**src/rtl/thermal_poll_ctrl.sv**
```systemverilog
module thermal_poll_ctrl #(
  parameter int CODE_W     = 12,
  parameter int SLOW_TICKS = 1000,
  parameter int FAST_TICKS = 100,
  parameter int QUAL_N     = 10
) (
  input  logic              clk,
  input  logic              rst_n,
  input  logic              bus_we,
  input  logic [2:0]        bus_addr,
  input  logic [31:0]       bus_wdata,
  output logic [31:0]       bus_rdata,
  output logic              adc_start,
  input  logic              adc_done,
  input  logic [CODE_W-1:0] adc_code,
  output logic              irq,
  output logic              shut_out
);
  localparam int TW = $clog2(SLOW_TICKS + 1);
  localparam int QW = $clog2(QUAL_N + 1);
  localparam logic [TW-1:0] SLOW_LAST = TW'(SLOW_TICKS - 1);
  localparam logic [TW-1:0] FAST_LAST = TW'(FAST_TICKS - 1);
  localparam logic [QW-1:0] Q_MAX  = QW'(QUAL_N);
  localparam logic [QW-1:0] Q_LAST = QW'(QUAL_N - 1);

  logic              auto_en, src_en, ien_alarm, ien_shut;
  logic              pend_a, pend_s, shut_q, start_q, busy, hot_q;
  logic [CODE_W-1:0] alarm_th, shut_th, data_q;
  logic [TW-1:0]     tick;
  logic [QW-1:0]     alarm_cnt, shut_cnt;

  wire run    = auto_en & src_en;
  wire accept = run & busy & adc_done;
  wire hot    = adc_code <= alarm_th;
  wire deep   = adc_code <= shut_th;
  wire [TW-1:0] last_tick = hot_q ? FAST_LAST : SLOW_LAST;
  wire wr_ctrl = bus_we && bus_addr == 3'd0;
  wire wr_ien  = bus_we && bus_addr == 3'd1;
  wire wr_pend = bus_we && bus_addr == 3'd2;
  wire wr_ath  = bus_we && bus_addr == 3'd4;
  wire wr_sth  = bus_we && bus_addr == 3'd5;

  logic unused_wdata;
  assign unused_wdata = ^bus_wdata[31:CODE_W];

  assign adc_start = start_q;
  assign irq       = pend_a & ien_alarm;
  assign shut_out  = shut_q;

  always_ff @(posedge clk) begin
    if (!rst_n) begin
      auto_en <= 1'b0; src_en <= 1'b0; ien_alarm <= 1'b0; ien_shut <= 1'b0;
      alarm_th <= '0; shut_th <= '0;
    end else begin
      if (wr_ctrl) begin auto_en <= bus_wdata[0]; src_en <= bus_wdata[5]; end
      if (wr_ien)  begin ien_alarm <= bus_wdata[1]; ien_shut <= bus_wdata[5]; end
      if (wr_ath)  alarm_th <= bus_wdata[CODE_W-1:0];
      if (wr_sth)  shut_th  <= bus_wdata[CODE_W-1:0];
    end
  end

  always_ff @(posedge clk) begin
    if (!rst_n) begin
      tick <= '0; start_q <= 1'b0; busy <= 1'b0;
    end else begin
      start_q <= 1'b0;
      if (!run) begin
        tick <= '0;
        busy <= 1'b0;
      end else if (!busy) begin
        if (tick == last_tick) begin
          tick    <= '0;
          start_q <= 1'b1;
          busy    <= 1'b1;
        end else begin
          tick <= tick + 1'b1;
        end
      end else if (adc_done) begin
        busy <= 1'b0;
      end
    end
  end

  always_ff @(posedge clk) begin
    if (!rst_n) begin
      data_q <= '0; hot_q <= 1'b0; alarm_cnt <= '0; shut_cnt <= '0;
      pend_a <= 1'b0; pend_s <= 1'b0; shut_q <= 1'b0;
    end else begin
      if (wr_pend && bus_wdata[1]) pend_a <= 1'b0;
      if (accept) begin
        data_q <= adc_code;
        hot_q  <= hot;
        if (hot) begin
          if (alarm_cnt != Q_MAX) alarm_cnt <= alarm_cnt + 1'b1;
          if (alarm_cnt >= Q_LAST) pend_a <= 1'b1;
        end else begin
          alarm_cnt <= '0;
        end
        if (deep) begin
          if (shut_cnt != Q_MAX) shut_cnt <= shut_cnt + 1'b1;
          if (shut_cnt >= Q_LAST) begin
            pend_s <= 1'b1;
            if (ien_shut) shut_q <= 1'b1;
          end
        end else begin
          shut_cnt <= '0;
        end
      end
    end
  end

  always_comb begin
    bus_rdata = '0;
    case (bus_addr)
      3'd0: begin bus_rdata[0] = auto_en; bus_rdata[5] = src_en; bus_rdata[16] = busy; end
      3'd1: begin bus_rdata[1] = ien_alarm; bus_rdata[5] = ien_shut; end
      3'd2: begin bus_rdata[1] = pend_a; bus_rdata[5] = pend_s; end
      3'd3: bus_rdata[CODE_W-1:0] = data_q;
      3'd4: bus_rdata[CODE_W-1:0] = alarm_th;
      3'd5: bus_rdata[CODE_W-1:0] = shut_th;
      default: bus_rdata = '0;
    endcase
  end
endmodule

```
**config.mk**
```make
export PLATFORM = sky130hd
export DESIGN_NAME = thermal_poll_ctrl
export DESIGN_NICKNAME = d
export VERILOG_FILES = /design/src/rtl/thermal_poll_ctrl.sv
export SDC_FILE = /design/constraint.sdc
export NUM_CORES = 1
export LEC_CHECK = 0
export BUFFER_PORTS_ARGS = -buffer_cell sky130_fd_sc_hd__buf_2
export CAP_MARGIN = 20
export CORE_ASPECT_RATIO = 1.1
export CORE_MARGIN = 5
export CORE_UTILIZATION = 45
export DETAILED_ROUTE_END_ITERATION = 8
export GPL_TIMING_DRIVEN = 0
export PLACE_DENSITY = 0.68
export REMOVE_ABC_BUFFERS = 1
export SETUP_SLACK_MARGIN = 0.02
export SYNTH_ARGS = -nofsm -noshare
export SYNTH_HDL_FRONTEND = slang
export SYNTH_SLANG_ARGS = --single-unit
```
**constraint.sdc**
```tcl
create_clock -name clk -period 2.3 [get_ports clk]
set_input_delay 0.23 -clock clk [delete_from_list [all_inputs] [get_ports clk]]
set_output_delay 0.23 -clock clk [all_outputs]
set_load 0.02 [all_outputs]
```
# Yosys cells after proc, flatten, opt, wreduce, memory -nomap -nowiden

Index checks and enable logic that the tools add are counted.

Equality and inequality tests: 10
Order comparisons: 4
Reduce and logical (&&, ||, !) cells: 13
$add $sub $neg: 3
Mux-type cells: 19
Bitwise gates (word level): 6

Operators by type and width:

| operator              | number |
|---|---|
| $le 12x12->1          | 2 |
| $mux 10               | 2 |
| $pmux 6 s3            | 1 |
| $mux 4                | 4 |
| $add 10x1->10 const B | 1 |
| $eq 10x10->1          | 1 |
| $pmux 3 s3            | 1 |
| $add 4x1->4 const B   | 2 |
| $ge 4x4->1 const B    | 2 |
| $mux 1                | 8 |
| $ne 4x4->1 const B    | 2 |
| $eq 3x2->1 const B    | 2 |
| $eq 3x3->1 const B    | 2 |
| $logic_and 1x1->1     | 6 |
| $pmux 1 s6            | 1 |
| $reduce_and 2->1      | 3 |
| $pmux 1 s5            | 1 |
| $and 1x1->1           | 4 |
| $ne 2x1->1 const B    | 2 |
| $pmux 1 s4            | 1 |
| $reduce_and 4->1      | 1 |
| $eq 3x1->1 const B    | 1 |
| $logic_not 3->1       | 1 |
| $reduce_and 3->1      | 1 |
| 2 further kinds       | 3 |

Word-level logic and storage cells: 71
Input port bits: 51
Output and inout bits: 35
Bits in registers: 64

# Logic depth before layout (Yosys ltp)

Depth after elaboration: 7
Gate-level depth with buffers: 8
Gate-level depth less buffers: 8

# Worst setup path before layout

OpenSTA, ideal clock, no wires.

Path type: reg2reg
Start point: reg alarm_th[1]
End point: reg alarm_cnt[1]
Cell stages (with the launch flop): 9
Arrival: 1.586 ns
Library setup time: 0.117 ns
Slack: 0.596 ns
Path buffers: 0
Data required time: 2.183 ns
Clock period less this slack: 1.704 ns
Cells stage by stage: dfxtp_1 -> inv_1 -> ha_1 -> nor2b_1 -> o211ai_1 -> a211oi_1 -> o31a_1 -> o21ai_0 -> a32o_1

Cells in the longest elaborated chain, start to end: 3
Elaborated cells between the ends (all ways): 4
Classes of those cells: 1 x order compare; 1 x eq/ne; 1 x mux; 1 x reduce/logical

RTL lines:

| element                    | line | text |
|---|---|---|
| start: declaration         | 28   | `logic [CODE_W-1:0] alarm_th, shut_th, data_q;` |
| start signal: assignment   | 57   | `if (wr_ath) alarm_th <= bus_wdata[CODE_W-1:0];` |
| $le 12x12->1 (*)           | 34   | `wire hot = adc_code <= alarm_th;` |
| $ne 2x1->1 (no line)       | -    |  |
| $reduce_and 2->1 (no line) | -    |  |
| end signal: assignment     | 94   | `if (alarm_cnt != Q_MAX) alarm_cnt <= alarm_cnt + 1'b1;` |
| end: declaration           | 30   | `logic [QW-1:0] alarm_cnt, shut_cnt;` |

Mark *: on every way between the ends. The rest lies on a longest branch, timed or not.
A chain may end at the register's enable or synchronous reset.

# Final worst setup path

Start point: in bus_addr[0]
End point: out bus_rdata[4]

Cells in the longest elaborated chain, start to end: 2
Elaborated cells between the ends (all ways): 4
Classes of those cells: 3 x eq/ne; 1 x mux

RTL lines:

| element                                         | line | text |
|---|---|---|
| start: declaration                              | 10   | `input logic [2:0] bus_addr,` |
| $eq 3x3->1 / $eq 3x2->1 (equally long branches) | 114  | `case (bus_addr)` |
| $pmux 3 s3 (*)                                  | 114  |  |
| end: declaration                                | 12   | `output logic [31:0] bus_rdata,` |

Marked as above.

==> out/metrics.yaml <==
timing:
  fin_crit_sh_pct: 90.87
  relSlewSlack_pct: 34.14
  setup_tns_ns: 0
  tightestPinTransition_ns: 0.9842
  report.final.slew_viol_count: 0
  skew_ns: 0.01255
  fmax_ghz: 0.4785
  rsz0062_at_grt: "false"
  post-route-min-period_ns: 2.090
  hold_violations: 0
  setup_violations: 0
outcome:
  status: "finished clean"
clock_tree:
  holdBufCountCts: 0
  h-tree-depth: 3
  cts-root-buf: "clkbuf_8"
  clk_pin_slew_ns: 0.07
  cts_tree: "yes"
  cts_setup_buffers: 0
  cts_buffers: 9
  cts.sinks: 64
  clockBufferDepth: 2
  insertion_delay_ns: 0.34
drt:
  drc: 0
  vias_per_cell: 5.106
  route.vias.total: 3217
  wirelength_um: 8938
  dr.pass1.iters: 6
  ant_nets: 0
  dr.first_iter.drc_count: 157
  wire_per_inst_um: 14.19
layout:
  antenna_cells: 0
  drive_gt1_share_pct: 13.49
  layout.nets: 601
  n_fill_cell: 838
  area_growth_syn_to_layout_pct: 11.05
yosys:
  synth_edf_count: 0
  synth_async_sr_flop_share_pct: 0
  synth_area_leaders: "dfxtp_1, ha_1, nand2_1"
  synth_area_sq_um: 3851
  synth_top_cell_area_share_pct: 33.27
  synth_cell_types: 49
  synth_top_area_cell: "dfxtp_1"
  yosys_warnings: 0
  synth_seq_area_share_pct: 33.27
  avgSynthCellArea_sq_um: 8.057
  synth_flop_cell: "dfxtp_1"
  synth-seq-cells: 64
  synth_cells: 478
critical_path:
  regToRegSetupSlack_ns: 0.22
  path_max_fanout: 24
  cp-end-kind: "output port"
  crit_arrival_ns: 1.86
  required_ns: 2.07
  path_class: "primary input to output port"
  cp-start-kind: "primary input"
grt:
  grt-ovfl-total: 0
  antenna_found_initial: 0
  grt_pass1_wl_um: 14460
  grt_usage_pct: 17.23
  grt_pass1_vias: 3070
  grt_max_degree: 54
power_and_ir_drop:
  irDropWorstVdd_uv: 399.5
  p_comb_share_pct: 9.7
  power.total_mw: 2.450
  cellPowerDensity_nw_per_um2: 572.8
  netSwitchingFraction_pct: 23.75
  p_sw_mw: 0.5818
  internal_power_mw: 1.868
  power_frac_clock_pct: 44.3
  power_leakage_nw: 1.651
  p_seq_share_pct: 46.0
floorplan:
  dieWidth_um: 98.21
  io_pins: 86
  die_y_um: 107.0
  die_area_sq_um: 10510
  start_util_pct: 46.04
  core_area_sq_um: 8364
  fp-row-count: 35
worst_hold_path:
  min_path_type: "primary input to flop"
place:
  hpwl_um: 6382
  place.gp.congestion: 0.8149
  io_buffers: 46
job:
  drv_cap: 0
final timing paths:
kind                       end          from  depth (start not counted)
hold / removal      shut_th[8]  bus_wdata[8]                          3
setup reg to reg        pend_a          busy                          5
setup / recovery  bus_rdata[4]   bus_addr[0]                          5
hold reg to reg       shut_out      shut_out                          2
registers in the layout (all words and copies together), names as in the netlist:
| register | cells |
|---|---|
| hot_q | 1 |
| auto_en | 1 |
| ien_shut | 1 |
| busy | 1 |
| shut_cnt | 4 |
| shut_th | 12 |
| src_en | 1 |
| ien_alarm | 1 |
| data_q | 12 |
| alarm_th | 12 |
| adc_start | 1 |
| tick | 10 |
| pend_s | 1 |
| pend_a | 1 |
| alarm_cnt | 4 |
| shut_out | 1 |
cell usage after synthesis (2+ instances only):
library cell  count
nand3_1          10
inv_1            31
a21o_1            3
buf_4            19
clkbuf_1          9
a21boi_0         38
o21ai_0          16
a21oi_1          15
nand2b_1          2
and2_1            5
o21ai_1           4
mux2i_1          17
xor2_1            7
nand4_1          12
nor2_1           29
dfxtp_1          64
nor3_1            2
o211ai_1          3
and3b_1           2
a32o_1            2
a31oi_1           3
nor2b_1          12
and3_1            2
nand3b_1          3
ha_1             35
xnor2_1           6
buf_2             9
nand2_1          97
routing by layer:
metal | vias to the layer above | GRT usage (%) | share of wire (%)
met3 | 28 | 4.815 | 5.8
met5 | - | 0 | 0
met1 | 1474 | 20.34 | 42
met4 | 0 | 8.098 | 3.2
met2 | 75 | 28.89 | 49
li1 | 1640 | - | -
power groups by stage:
| stage | combinational (mW) | clock (mW) | sequential [mW] |
|---|---|---|---|
| after floorplan | 0.139 | 0 | 1.15 |
| after global placement | 0.230 | 0 | 1.15 |
| after detailed placement | 0.234 | 0 | 1.15 |
| after CTS | 0.237 | 1.11 | 1.13 |
| after global routing | 0.268 | 1.17 | 1.13 |
| final | 0.238 | 1.09 | 1.13 |
placed cells by master, fill, tap and decap left out, types with 2 or more instances in the layout:
| cell | count |
|---|---|
| nor2_1 | 29 |
| nor3_1 | 2 |
| xor2_1 | 7 |
| and3_1 | 2 |
| inv_1 | 31 |
| nand3_1 | 10 |
| and3b_1 | 2 |
| buf_2 | 46 |
| nand3b_1 | 3 |
| o21ai_1 | 4 |
| nand4_1 | 12 |
| a21oi_1 | 15 |
| nand2_1 | 97 |
| bufinv_16 | 2 |
| conb_1 | 19 |
| nor2b_1 | 12 |
| nand2b_1 | 2 |
| o21ai_0 | 16 |
| a31oi_1 | 3 |
| mux2i_1 | 17 |
| ha_1 | 35 |
| a21o_1 | 3 |
| clkbuf_8 | 11 |
| a21boi_0 | 38 |
| dfxtp_1 | 64 |
| xnor2_1 | 6 |
| and2_1 | 5 |
| o211ai_1 | 3 |
| a32o_1 | 2 |
cell type report:
type / instances / area, sq um / area share (%)
Multi-Input combinational cell: 363 / 2290 / 53.54
Sequential cell: 64 / 1281 / 29.96
Timing Repair Buffer: 46 / 230.2 / 5.383
Clock buffer: 12 / 155.1 / 3.628
Tap cell: 111 / 138.9 / 3.248
Inverter: 31 / 116.4 / 2.721
Clock inverter: 3 / 65.06 / 1.521
worst max-delay path, stage by stage:
cell and delay, ns:
buf_2 0.44, nor3b_2 0.75, nand2_1 0.10, o21ai_0 0.12, buf_2 0.21
kinds of logic after synthesis:
family | after synthesis | synth area share (%)
adders and majority gates | 35 | 11.37
DFF | 64 | 33.27
buffers and inverters | 69 | 9.064
muxes | 18 | 4.711
and+or+nand+nor | 185 | 22.32
other | 1 | 0.09737
AOI/OAI and AO/OA | 93 | 16.21
xor gates and xnor gates | 13 | 2.956
repair_timing:
| action | CTS | global route |
|---|---|---|
| gates resized for setup | 0 | 1 |
| endpoints found under the hold margin | 0 | 0 |
| endpoints found under the setup margin | 0 | 1 |
through the flow:
| stage | cells | cell area [sq um] | setup slack, ns | util, % | hold slack, ns |
|---|---|---|---|---|---|
| after detailed placement | 615 | 4055 | 0.1231 | 48.48 | 0.4463 |
| after CTS | 630 | 4275 | 0.1296 | 51.11 | 0.1364 |
| after global placement | 615 | 4055 | 0.1716 | 48.48 | 0.4399 |
| after floorplan | 458 | 3686 | 0.5665 | - | 0.3488 |
| final | 630 | 4277 | 0.2100 | 51.13 | 0.1430 |
| after global routing | 630 | 4277 | 0.06300 | 51.13 | 0.1373 |
No activity file was read; power rests on OpenSTA's default activity.
